### config.mk
export PLATFORM = sky130hd
export DESIGN_NAME = hs_status_reg
export DESIGN_NICKNAME = d
export VERILOG_FILES = /design/src/rtl/hs_pkg.sv /design/src/rtl/hs_cpu_port.sv /design/src/rtl/hs_bit_cell.sv /design/src/rtl/hs_status_reg.sv
export SDC_FILE = /design/constraint.sdc
export NUM_CORES = 1
export LEC_CHECK = 0
export ABC_AREA = 1
export ABC_CLOCK_PERIOD_IN_PS = 800
export CAP_MARGIN = 20
export CELL_PAD_IN_SITES_DETAIL_PLACEMENT = 1
export CELL_PAD_IN_SITES_GLOBAL_PLACEMENT = 2
export CORE_ASPECT_RATIO = 0.8
export CORE_MARGIN = 5
export CORE_UTILIZATION = 13
export DETAILED_ROUTE_END_ITERATION = 7
export GPL_TIMING_DRIVEN = 0
export PLACE_DENSITY = 0.73
export SYNTH_ARGS = -nofsm -noshare
export SYNTH_HDL_FRONTEND = slang
export SYNTH_HIERARCHICAL = 1
export SYNTH_SLANG_ARGS = --single-unit
### constraint.sdc
create_clock -name clk -period 0.8 [get_ports clk]
set_input_delay 0.2 -clock clk [delete_from_list [all_inputs] [get_ports clk]]
set_output_delay 0.2 -clock clk [all_outputs]
set_load 0.005 [all_outputs]
### src/rtl/hs_pkg.sv
package hs_pkg;
  localparam int STS_W = 8;
  localparam int IDX_W = $clog2(STS_W);

  // Bit positions (decoded by the serial engine and the interrupt logic)
  localparam int B_TXF  = 7;
  localparam int B_RXE  = 6;
  localparam int B_RTS  = 5;
  localparam int B_IRQ  = 4;
  localparam int B_OVR  = 3;

  // Per-bit ownership: which serial pulses are honoured, and who wins a collision
  localparam logic [STS_W-1:0] SER_SET_OK  = 8'b0011_1000;
  localparam logic [STS_W-1:0] SER_CLR_OK  = 8'b1110_1000;
  localparam logic [STS_W-1:0] SER_WINS    = 8'b0001_1000;
  localparam logic [STS_W-1:0] AUTO_GATED  = 8'b0010_0000;
  localparam logic [STS_W-1:0] RST_VALUE   = 8'b0000_0000;

  typedef struct packed {
    logic [STS_W-1:0] mask;
    logic [STS_W-1:0] data;
  } cpu_wr_t;

  // Next value of one bit given both agents' requests
  function automatic logic cell_next(input logic cur, input logic cpu_we,
                                     input logic cpu_d, input logic s_set,
                                     input logic s_clr, input logic ser_wins);
    logic ser_act;
    ser_act = s_set | s_clr;
    if (cpu_we && !(ser_wins && ser_act)) return cpu_d;
    if (s_set) return 1'b1;
    if (s_clr) return 1'b0;
    return cur;
  endfunction

  // Merge the byte and bit write ports into one mask/data pair
  function automatic cpu_wr_t cpu_decode(input logic byte_we,
                                         input logic [STS_W-1:0] byte_d,
                                         input logic bit_we,
                                         input logic [IDX_W-1:0] idx,
                                         input logic bit_d);
    cpu_wr_t r;
    r.mask = '0;
    r.data = '0;
    if (byte_we) begin
      r.mask = '1;
      r.data = byte_d;
    end else if (bit_we) begin
      r.mask[idx] = 1'b1;
      r.data = {STS_W{bit_d}};
    end
    return r;
  endfunction
endpackage

### src/rtl/hs_cpu_port.sv
module hs_cpu_port
  import hs_pkg::*;
(
  input  logic             byte_we,
  input  logic [STS_W-1:0] byte_d,
  input  logic             bit_we,
  input  logic [IDX_W-1:0] bit_idx,
  input  logic             bit_d,
  output logic [STS_W-1:0] we_mask,
  output logic [STS_W-1:0] wdata
);
  cpu_wr_t dec;

  always_comb begin
    dec     = cpu_decode(byte_we, byte_d, bit_we, bit_idx, bit_d);
    we_mask = dec.mask;
    wdata   = dec.data;
  end


  always_comb begin
    if (!byte_we) bit_mask_onehot_chk: assert ($onehot0(we_mask));
  end
endmodule

### src/rtl/hs_bit_cell.sv
module hs_bit_cell #(
  parameter bit CAN_SET  = 1'b0,
  parameter bit CAN_CLR  = 1'b0,
  parameter bit SER_WIN  = 1'b0,
  parameter bit RST_VAL  = 1'b0
) (
  input  logic clk,
  input  logic rst_n,
  input  logic cpu_we,
  input  logic cpu_d,
  input  logic ser_set,
  input  logic ser_clr,
  output logic q
);
  logic s_set, s_clr, q_nxt;

  assign s_set = CAN_SET ? ser_set : 1'b0;
  assign s_clr = CAN_CLR ? ser_clr : 1'b0;
  assign q_nxt = hs_pkg::cell_next(q, cpu_we, cpu_d, s_set, s_clr, SER_WIN);

  always_ff @(posedge clk or negedge rst_n) begin
    if (!rst_n) q <= RST_VAL;
    else        q <= q_nxt;
  end


  hold_idle_chk: assert property (@(posedge clk) disable iff (!rst_n)
    (!cpu_we && !s_set && !s_clr) |=> $stable(q));

  generate
    if (SER_WIN) begin : g_ser_win

      ser_set_wins_chk: assert property (@(posedge clk) disable iff (!rst_n)
        s_set |=> q);
    end else begin : g_cpu_win

      cpu_write_wins_chk: assert property (@(posedge clk) disable iff (!rst_n)
        cpu_we |=> (q == $past(cpu_d)));
    end
  endgenerate
endmodule

### src/rtl/hs_status_reg.sv
module hs_status_reg
  import hs_pkg::*;
(
  input  logic             clk,
  input  logic             rst_n,
  input  logic             cpu_byte_we,
  input  logic [STS_W-1:0] cpu_byte_d,
  input  logic             cpu_bit_we,
  input  logic [IDX_W-1:0] cpu_bit_idx,
  input  logic             cpu_bit_d,
  input  logic [STS_W-1:0] ser_set,
  input  logic [STS_W-1:0] ser_clr,
  input  logic             ser_auto,
  input  logic             loop_mode,
  output logic [STS_W-1:0] sts_o,
  output logic             irq_o,
  output logic             rts_n_o
);
  logic [STS_W-1:0] cpu_we_mask, cpu_wdata;
  logic [STS_W-1:0] ser_gate, ser_set_g, ser_clr_g;
  logic [STS_W-1:0] sts_q;

  hs_cpu_port u_cpu (
    .byte_we (cpu_byte_we),
    .byte_d  (cpu_byte_d),
    .bit_we  (cpu_bit_we),
    .bit_idx (cpu_bit_idx),
    .bit_d   (cpu_bit_d),
    .we_mask (cpu_we_mask),
    .wdata   (cpu_wdata)
  );

  // Auto-gated bits only see serial pulses in auto mode
  assign ser_gate  = ser_auto ? '1 : ~AUTO_GATED;
  assign ser_set_g = ser_set & ser_gate;
  assign ser_clr_g = ser_clr & ser_gate;

  generate
    for (genvar i = 0; i < STS_W; i++) begin : g_bit
      hs_bit_cell #(
        .CAN_SET (SER_SET_OK[i]),
        .CAN_CLR (SER_CLR_OK[i]),
        .SER_WIN (SER_WINS[i]),
        .RST_VAL (RST_VALUE[i])
      ) u_cell (
        .clk     (clk),
        .rst_n   (rst_n),
        .cpu_we  (cpu_we_mask[i]),
        .cpu_d   (cpu_wdata[i]),
        .ser_set (ser_set_g[i]),
        .ser_clr (ser_clr_g[i]),
        .q       (sts_q[i])
      );
    end
  endgenerate

  assign sts_o   = sts_q;
  assign irq_o   = sts_q[B_IRQ];
  assign rts_n_o = loop_mode ? 1'b1 : ~sts_q[B_RTS];


  rts_loop_idle_chk: assert property (@(posedge clk) disable iff (!rst_n)
    loop_mode |-> rts_n_o);


  irq_cause_chk: assert property (@(posedge clk) disable iff (!rst_n)
    $rose(irq_o) |-> $past(ser_set[B_IRQ] || cpu_we_mask[B_IRQ]));


  irq_not_lost_chk: assert property (@(posedge clk) disable iff (!rst_n)
    ser_set[B_IRQ] |=> irq_o);


  rts_manual_chk: assert property (@(posedge clk) disable iff (!rst_n)
    (!ser_auto && !cpu_we_mask[B_RTS]) |=> $stable(sts_o[B_RTS]));
endmodule

==> impl_metrics.yaml, run 1 <==
finish:
  fin_util: 0.231
  num-fill-cells: 581
  finalNonFillerCells: 200
  drive_gt1_frac: 0.314
  regArea_um2: 200
  area_growth_pct: 74.4
  antennaDiodeCount: 0
  top_register: "g_bit.u_cell/q"
  multiInputGateArea_um2: 330
  top_regs: "g_bit.u_cell/q (8)"
  largest_reg_flops: 8
  num-nets-final: 176
critical_path:
  reg2reg_to: "g_bit[1].u_cell/q$_DFFE_PN0P_"
  worstSetupStartpointType: "register"
  cp-end-kind: "output pin"
  required_ns: 0.60
  cp.arrival_ns: 0.86
  criticalPathCategory: "reg2out"
  path_max_fanout: 3
  ff2ff_path_depth: 3
  reg2reg_slack_ns: 0.11
  timing.rr.start: "g_bit[1].u_cell/q$_DFFE_PN0P_"
  crit_path_end: "sts_o[4]"
  crit_start: "g_bit[4].u_cell/q$_DFFE_PN0P_"
global_routing:
  gr-total-overflow: 0
  top_usage_layer: "met2"
  track_usage: 0.0729
  grt_use_met1: 0.0829
  grt_max_degree: 10
  grt_pass1_wl_mm: 3.37
  grt_pass1_vias: 727
  met3_usage: 0.0221
  met2_usage: 0.123
  grt_antenna_before_repair: 0
sta:
  fin_crit_sh: 1.32
  slew_headroom: 0.703
  fmaxAchievable_mhz: 946
  finalMaxSlewViolations: 0
  layout_setup_ws_ns: -0.257
  rsz0062_at_grt: "true"
  hold_viol: 0
  fin_skew_ns: 0
  final-setup-viol-count: 10
  min_period_ns: 1.06
  worst_slew_pin_slew_ns: 0.445
  setup_tns_ns: -1.54
floorplan:
  initial_core_util: 0.133
  num_rows: 22
  dieArea_um2: 6100
  die_h_um: 70.9
  die_x_um: 86.1
  io_pins: 44
  coreArea_um2: 4540
clock_network:
  cts_root_buf: "clkbuf_8"
  cts.sinks: 8
  cts_hold_buf: 0
  clockBufferDepth: 2
  htree_levels: 1
  cts_tree: "built"
  clk-insertion-delay-late_ns: 0.23
  clkTransAtPathRegs_ns: 0.04
  numCtsBuffers: 3
run_status:
  status: "complete, but fails checks"
  violations: "setup timing"
synth:
  ys_types: 16
  synth_top_cell_by_area: "nand2_1"
  synth_top_family_by_area: "simple AND/OR/NAND/NOR gates"
  ys_ff_latch: 8
  synth_compound_area_frac: 0.0229
  synthMuxAreaShare: 0
  synth_xor_area_frac: 0
  syn_inst: 100
  synth_warnings: 6
  ys_top_cells_by_area: "nand2_1, dfrtp_1, inv_1"
  syn_avg_cell_area_um2: 6.02
  syn_area_um2: 602
  synthAdderAreaFrac: 0
  syn_nets: 134
  synth-simple-area-share: 0.474
  synth.top_cell.area_share: 0.343
  ys_seq_area_frac: 0.333
job:
  cap_violations: 0
power:
  p_per_area_nw_per_um2: 1300
  p_leak_uw: 0.000612
  vdd_ir_drop_max_v: 0.000399
placed_design:
  dpl.cell_count: 193
  post-place-ws_ns: -0.636
  dp_hpwl_mm: 1.70
  io_buffers: 33
  routabilityCongestion: 0.776
routing:
  drtPass1Iterations: 4
  vias: 703
  wirelength_mm: 2.16
  drtIter0Drc: 9
  ant_nets: 0
  via_per_inst: 3.52
  wire_per_inst_um: 10.8
  drc_errors: 0
min_path:
  min_path_type: "in2async"
[cell usage after synthesis]
library cell  instances
buf_6                 1
buf_4                 1
inv_2                 1
dfrtp_1               8
nand3_4               1
nand3_2               1
nand2_2               1
nand2_1              55
inv_1                19
inv_6                 1
o21ai_0               1
nor2_2                1
a21oi_2               1
nor2_4                1
nand3_1               1
nor2_1                6
[critical path, cell delays in order, from the launching register on]
cell and delay, ns:
dfrtp_1 0.40, buf_6 0.12, buf_6 0.10
[cell families (layout without fill, tap and decap cells)]
kind of cell	Yosys count	after routing
buffers and inverters	23	63
and+or+nand+nor	67	67
AOI/OAI and AO/OA	2	2
DFF	8	8
[worst min-delay path by stage]
stage                                        from                            end  slack, ns
floorplan                                   rst_n  g_bit[0].u_cell/q$_DFFE_PN0P_       -0.1
global placement    g_bit[7].u_cell/q$_DFFE_PN0P_  g_bit[7].u_cell/q$_DFFE_PN0P_       0.46
detailed placement  g_bit[7].u_cell/q$_DFFE_PN0P_  g_bit[7].u_cell/q$_DFFE_PN0P_       0.46
CTS                                         rst_n  g_bit[1].u_cell/q$_DFFE_PN0P_       0.30
global route                                rst_n  g_bit[1].u_cell/q$_DFFE_PN0P_       0.33
finish                                      rst_n  g_bit[1].u_cell/q$_DFFE_PN0P_       0.28
[where the power goes]
part | leakage (uW) | internal (uW) | total [uW] | switching (uW)
Sequential | 0.0000970 | 444 | 467 | 22.9
Clock | 0.0000216 | 328 | 504 | 176
Combinational | 0.000494 | 208 | 397 | 189
Total | 0.000612 | 980 | 1370 | 388
[cell type report]
cell class | instances | share of cell area
buffer | 2 | 0.0215
clock buffer | 3 | 0.0393
inverter | 21 | 0.0799
multi-input combinational | 69 | 0.315
sequential | 8 | 0.191
tap | 60 | 0.0715
timing repair buffer | 37 | 0.282
[repair_timing]
item                       4_1_cts  5_1_grt
hold endpoints to repair         0        0
setup buffers                    1        3
pin swaps                        7       11
gates resized for setup         66       12
setup endpoints to repair       18       16
[layout by cell type (no fill, tap or decap), types with 2 or more instances in the layout]
cell and count:
buf_4 4, buf_6 3, nor2_2 4, nor2_1 3, clkbuf_8 3, dlymetal6s2s_1 2
clkdlybuf4s50_1 13, nand3_2 2, dfrtp_1 8, nand2_2 7, inv_2 3, inv_1 17
buf_2 13, dlygate4sd2_1 4, nand2_1 49
[per-stage QoR]
step                hold WS, ns  power (uW)  instance area [um^2]
floorplan               -0.0956         632                   602
global placement          0.455         887                  1010
detailed placement        0.464         897                  1010
CTS                       0.303        1390                  1020
global route              0.334        1470                  1050
finish                    0.284        1370                  1050
[metal layers]
| metal | share of wire | vias to the layer above |
|---|---|---|
| met5 | 0 | - |
| met4 | 0.012 | 0 |
| met3 | 0.052 | 2 |
| met2 | 0.49 | 25 |
| met1 | 0.44 | 312 |
| li1 | - | 364 |
Power figures use the tool's default switching activity.
==> run 2, diff against run 1 <==
ABC_CLOCK_PERIOD_IN_PS = 1000   (was 800)
CORE_UTILIZATION = 15   (was 13)
PLACE_DENSITY = 0.76   (was 0.73)
SKIP_CTS_REPAIR_TIMING = 1   (was unset)
SYNTH_HIERARCHICAL = unset   (was 1)
clock period = 1 ns   (was 0.8 ns; I/O delays follow)
==> run 2 against run 1 <==
  * The flow still finishes with violations (setup timing)
  * Flip-flop and latch count unchanged
  * Power decreased by 19%
  * Combinational power decreased by 15%
  * Sequential power decreased by 18%
  * Clock-buffer cell count unchanged
  * Routed wire length decreased by 7.8%
  * Global-route usage increased by 0.33 points
  * Highest routed layer unchanged
  * First-iteration DRC count increased by 78%
  * Clock power decreased by 23%
==> impl_metrics.yaml, run 2 <==
sta:
  final-setup-viol-count: 4
  min_period_ns: 1.10
  fin_skew_ns: 0
  layout_setup_ws_ns: -0.100
  hold_viol: 0
  setup_tns_ns: -0.281
  slew_headroom: 0.721
  rsz0062_at_grt: "true"
  worst_slew_pin_slew_ns: 0.416
  finalMaxSlewViolations: 0
  fmaxAchievable_mhz: 909
  fin_crit_sh: 1.10
finish:
  area_growth_pct: 78.6
  drive_gt1_frac: 0.240
  final_cell_mix: "nand2_1, clkdlybuf4s50_1, nand3_1, buf_6"
  finalNonFillerCells: 176
  top_regs: "g_bit.u_cell.q (8)"
  final_common_cell: "nand2_1"
  top_register: "g_bit.u_cell.q"
  largest_reg_flops: 8
  num-nets-final: 157
  antennaDiodeCount: 0
  num-fill-cells: 479
  fin_util: 0.278
critical_path:
  cp-end-kind: "output pin"
  required_ns: 0.75
  criticalPathCategory: "reg2out"
  path_max_fanout: 3
  worstSetupStartpointType: "register"
  cp.arrival_ns: 0.85
job:
  cap_violations: 0
routing:
  highest_layer: "met4"
  ant_nets: 0
  via_per_inst: 3.80
  vias: 669
  drc_errors: 0
  wirelength_mm: 1.99
  wl_met2_um: 926
  drt-met1-wl_um: 939
  wire_per_inst_um: 11.3
  drtPass1Iterations: 4
  drtIter0Drc: 16
  wl_met3_um: 99
power:
  pwr-share-comb: 0.306
  p_seq_frac: 0.344
  vdd_ir_drop_max_v: 0.000274
  p_sw_frac: 0.256
  power.total_uw: 1110
  internal-power_uw: 823
  pwr-share-clk: 0.350
  p_leak_uw: 0.000540
  p_switching_uw: 284
  p_per_area_nw_per_um2: 1050
placed_design:
  routabilityCongestion: 0.765
  io_buffers: 34
  dpl.cell_count: 176
  dp_hpwl_mm: 1.59
synth:
  synth_top_cell_by_area: "dfrtp_1"
  syn_inst: 87
  ys_top_cells_by_area: "dfrtp_1, nand2_1, buf_4"
  ys_seq_area_frac: 0.338
  synth.top_cell.area_share: 0.338
  synth_edf_count: 0
  synth_async_sr_flop_share: 1.00
  syn_area_um2: 592
  ys_types: 15
  ys_top_cells_by_count: "nand2_1, nand3_1, buf_4"
  ys_ff_latch: 8
  synth_warnings: 0
  syn_avg_cell_area_um2: 6.80
  ys.flop_type: "dfrtp_1"
  syn_nets: 121
  yosysMostFrequentCell: "nand2_1"
global_routing:
  grt_pass1_wl_mm: 3.07
  grt_pass1_vias: 708
  track_usage: 0.0762
  grt_antenna_before_repair: 0
  grt_max_degree: 11
  gr-total-overflow: 0
clock_network:
  htree_levels: 1
  clk-insertion-delay-late_ns: 0.22
  numCtsBuffers: 3
  clockBufferDepth: 2
  cts_root_buf: "clkbuf_8"
  clkTransAtPathRegs_ns: 0.04
  cts_tree: "built"
  cts.sinks: 8
min_path:
  min_path_type: "in2async"
run_status:
  status: "complete, but fails checks"
  violations: "setup timing"
floorplan:
  dieArea_um2: 5310
  io_pins: 44
  die_x_um: 80.2
  initial_core_util: 0.156
  die_h_um: 66.2
  coreArea_um2: 3800
  num_rows: 20
-- run 2: cell types whose count changed after synthesis, moves of 2 or more --
cell and delta:
a21oi_1 +2, buf_4 +8, inv_1 -14, inv_2 +3, nand2_1 -26, nand3_1 +12, nand4_1 +4
-- run 2: final timing paths --
path / cells after the start / slack, ns / endpoint / from
max: 2 / -0.10 / sts_o[4] / g_bit[4].u_cell.q$_DFFE_PN0P_
min: 1 / 0.32 / g_bit[7].u_cell.q$_DFFE_PN0P_ / rst_n
max reg2reg: 3 / 0.22 / g_bit[4].u_cell.q$_DFFE_PN0P_ / g_bit[4].u_cell.q$_DFFE_PN0P_
min reg2reg: 2 / 0.53 / g_bit[1].u_cell.q$_DFFE_PN0P_ / g_bit[1].u_cell.q$_DFFE_PN0P_
max in group asynchronous: 1 / 0.38 / g_bit[5].u_cell.q$_DFFE_PN0P_ / rst_n
min in group clk: 3 / 0.43 / g_bit[2].u_cell.q$_DFFE_PN0P_ / cpu_bit_d
-- run 2: cell type report --
class,count,area (um^2),share of cell area
Sequential cell,8,200,0.189
Inverter,9,33.8,0.0320
Clock buffer,3,41.3,0.0391
Multi-Input combinational cell,61,302,0.285
Buffer,3,30.0,0.0284
Tap cell,55,68.8,0.0651
Timing Repair Buffer,37,382,0.361
-- run 2: cell families after synthesis --
logic type,Yosys count,synth area share
flip-flops,8,0.338
AND/OR/NAND/NOR,56,0.431
buffers and inverters,18,0.171
AO/OA/AOI/OAI,5,0.0592
-- run 2: worst max-delay path, cell delays in order (launching register included) --
cell	delay (ns)
dfrtp_1	0.40
buf_6	0.12
buf_6	0.10
-- run 2: power by group through the flow --
stage          clock, uW  sequential [uW]  combinational [uW]
2_1_floorplan          0              374                 142
3_5_place_dp           0              379                 354
5_1_grt              427              385                 372
3_3_place_gp           0              379                 348
6_report             387              381                 339
4_1_cts              405              375                 355
-- run 2: through the flow --
stage	setup slack, ns	hold slack, ns	area, um^2
floorplan	0.236	-0.0456	592
global placement	-0.524	0.474	1000
detailed placement	-0.553	0.492	1000
CTS	-0.549	0.333	1040
global route	-0.128	0.363	1060
finish	-0.100	0.323	1060
-- run 2: metal layers --
metal	GRT usage	vias to the layer above
met2	0.121	24
met5	0	-
li1	-	342
met1	0.0914	299
met3	0.0259	4
met4	0.0380	0
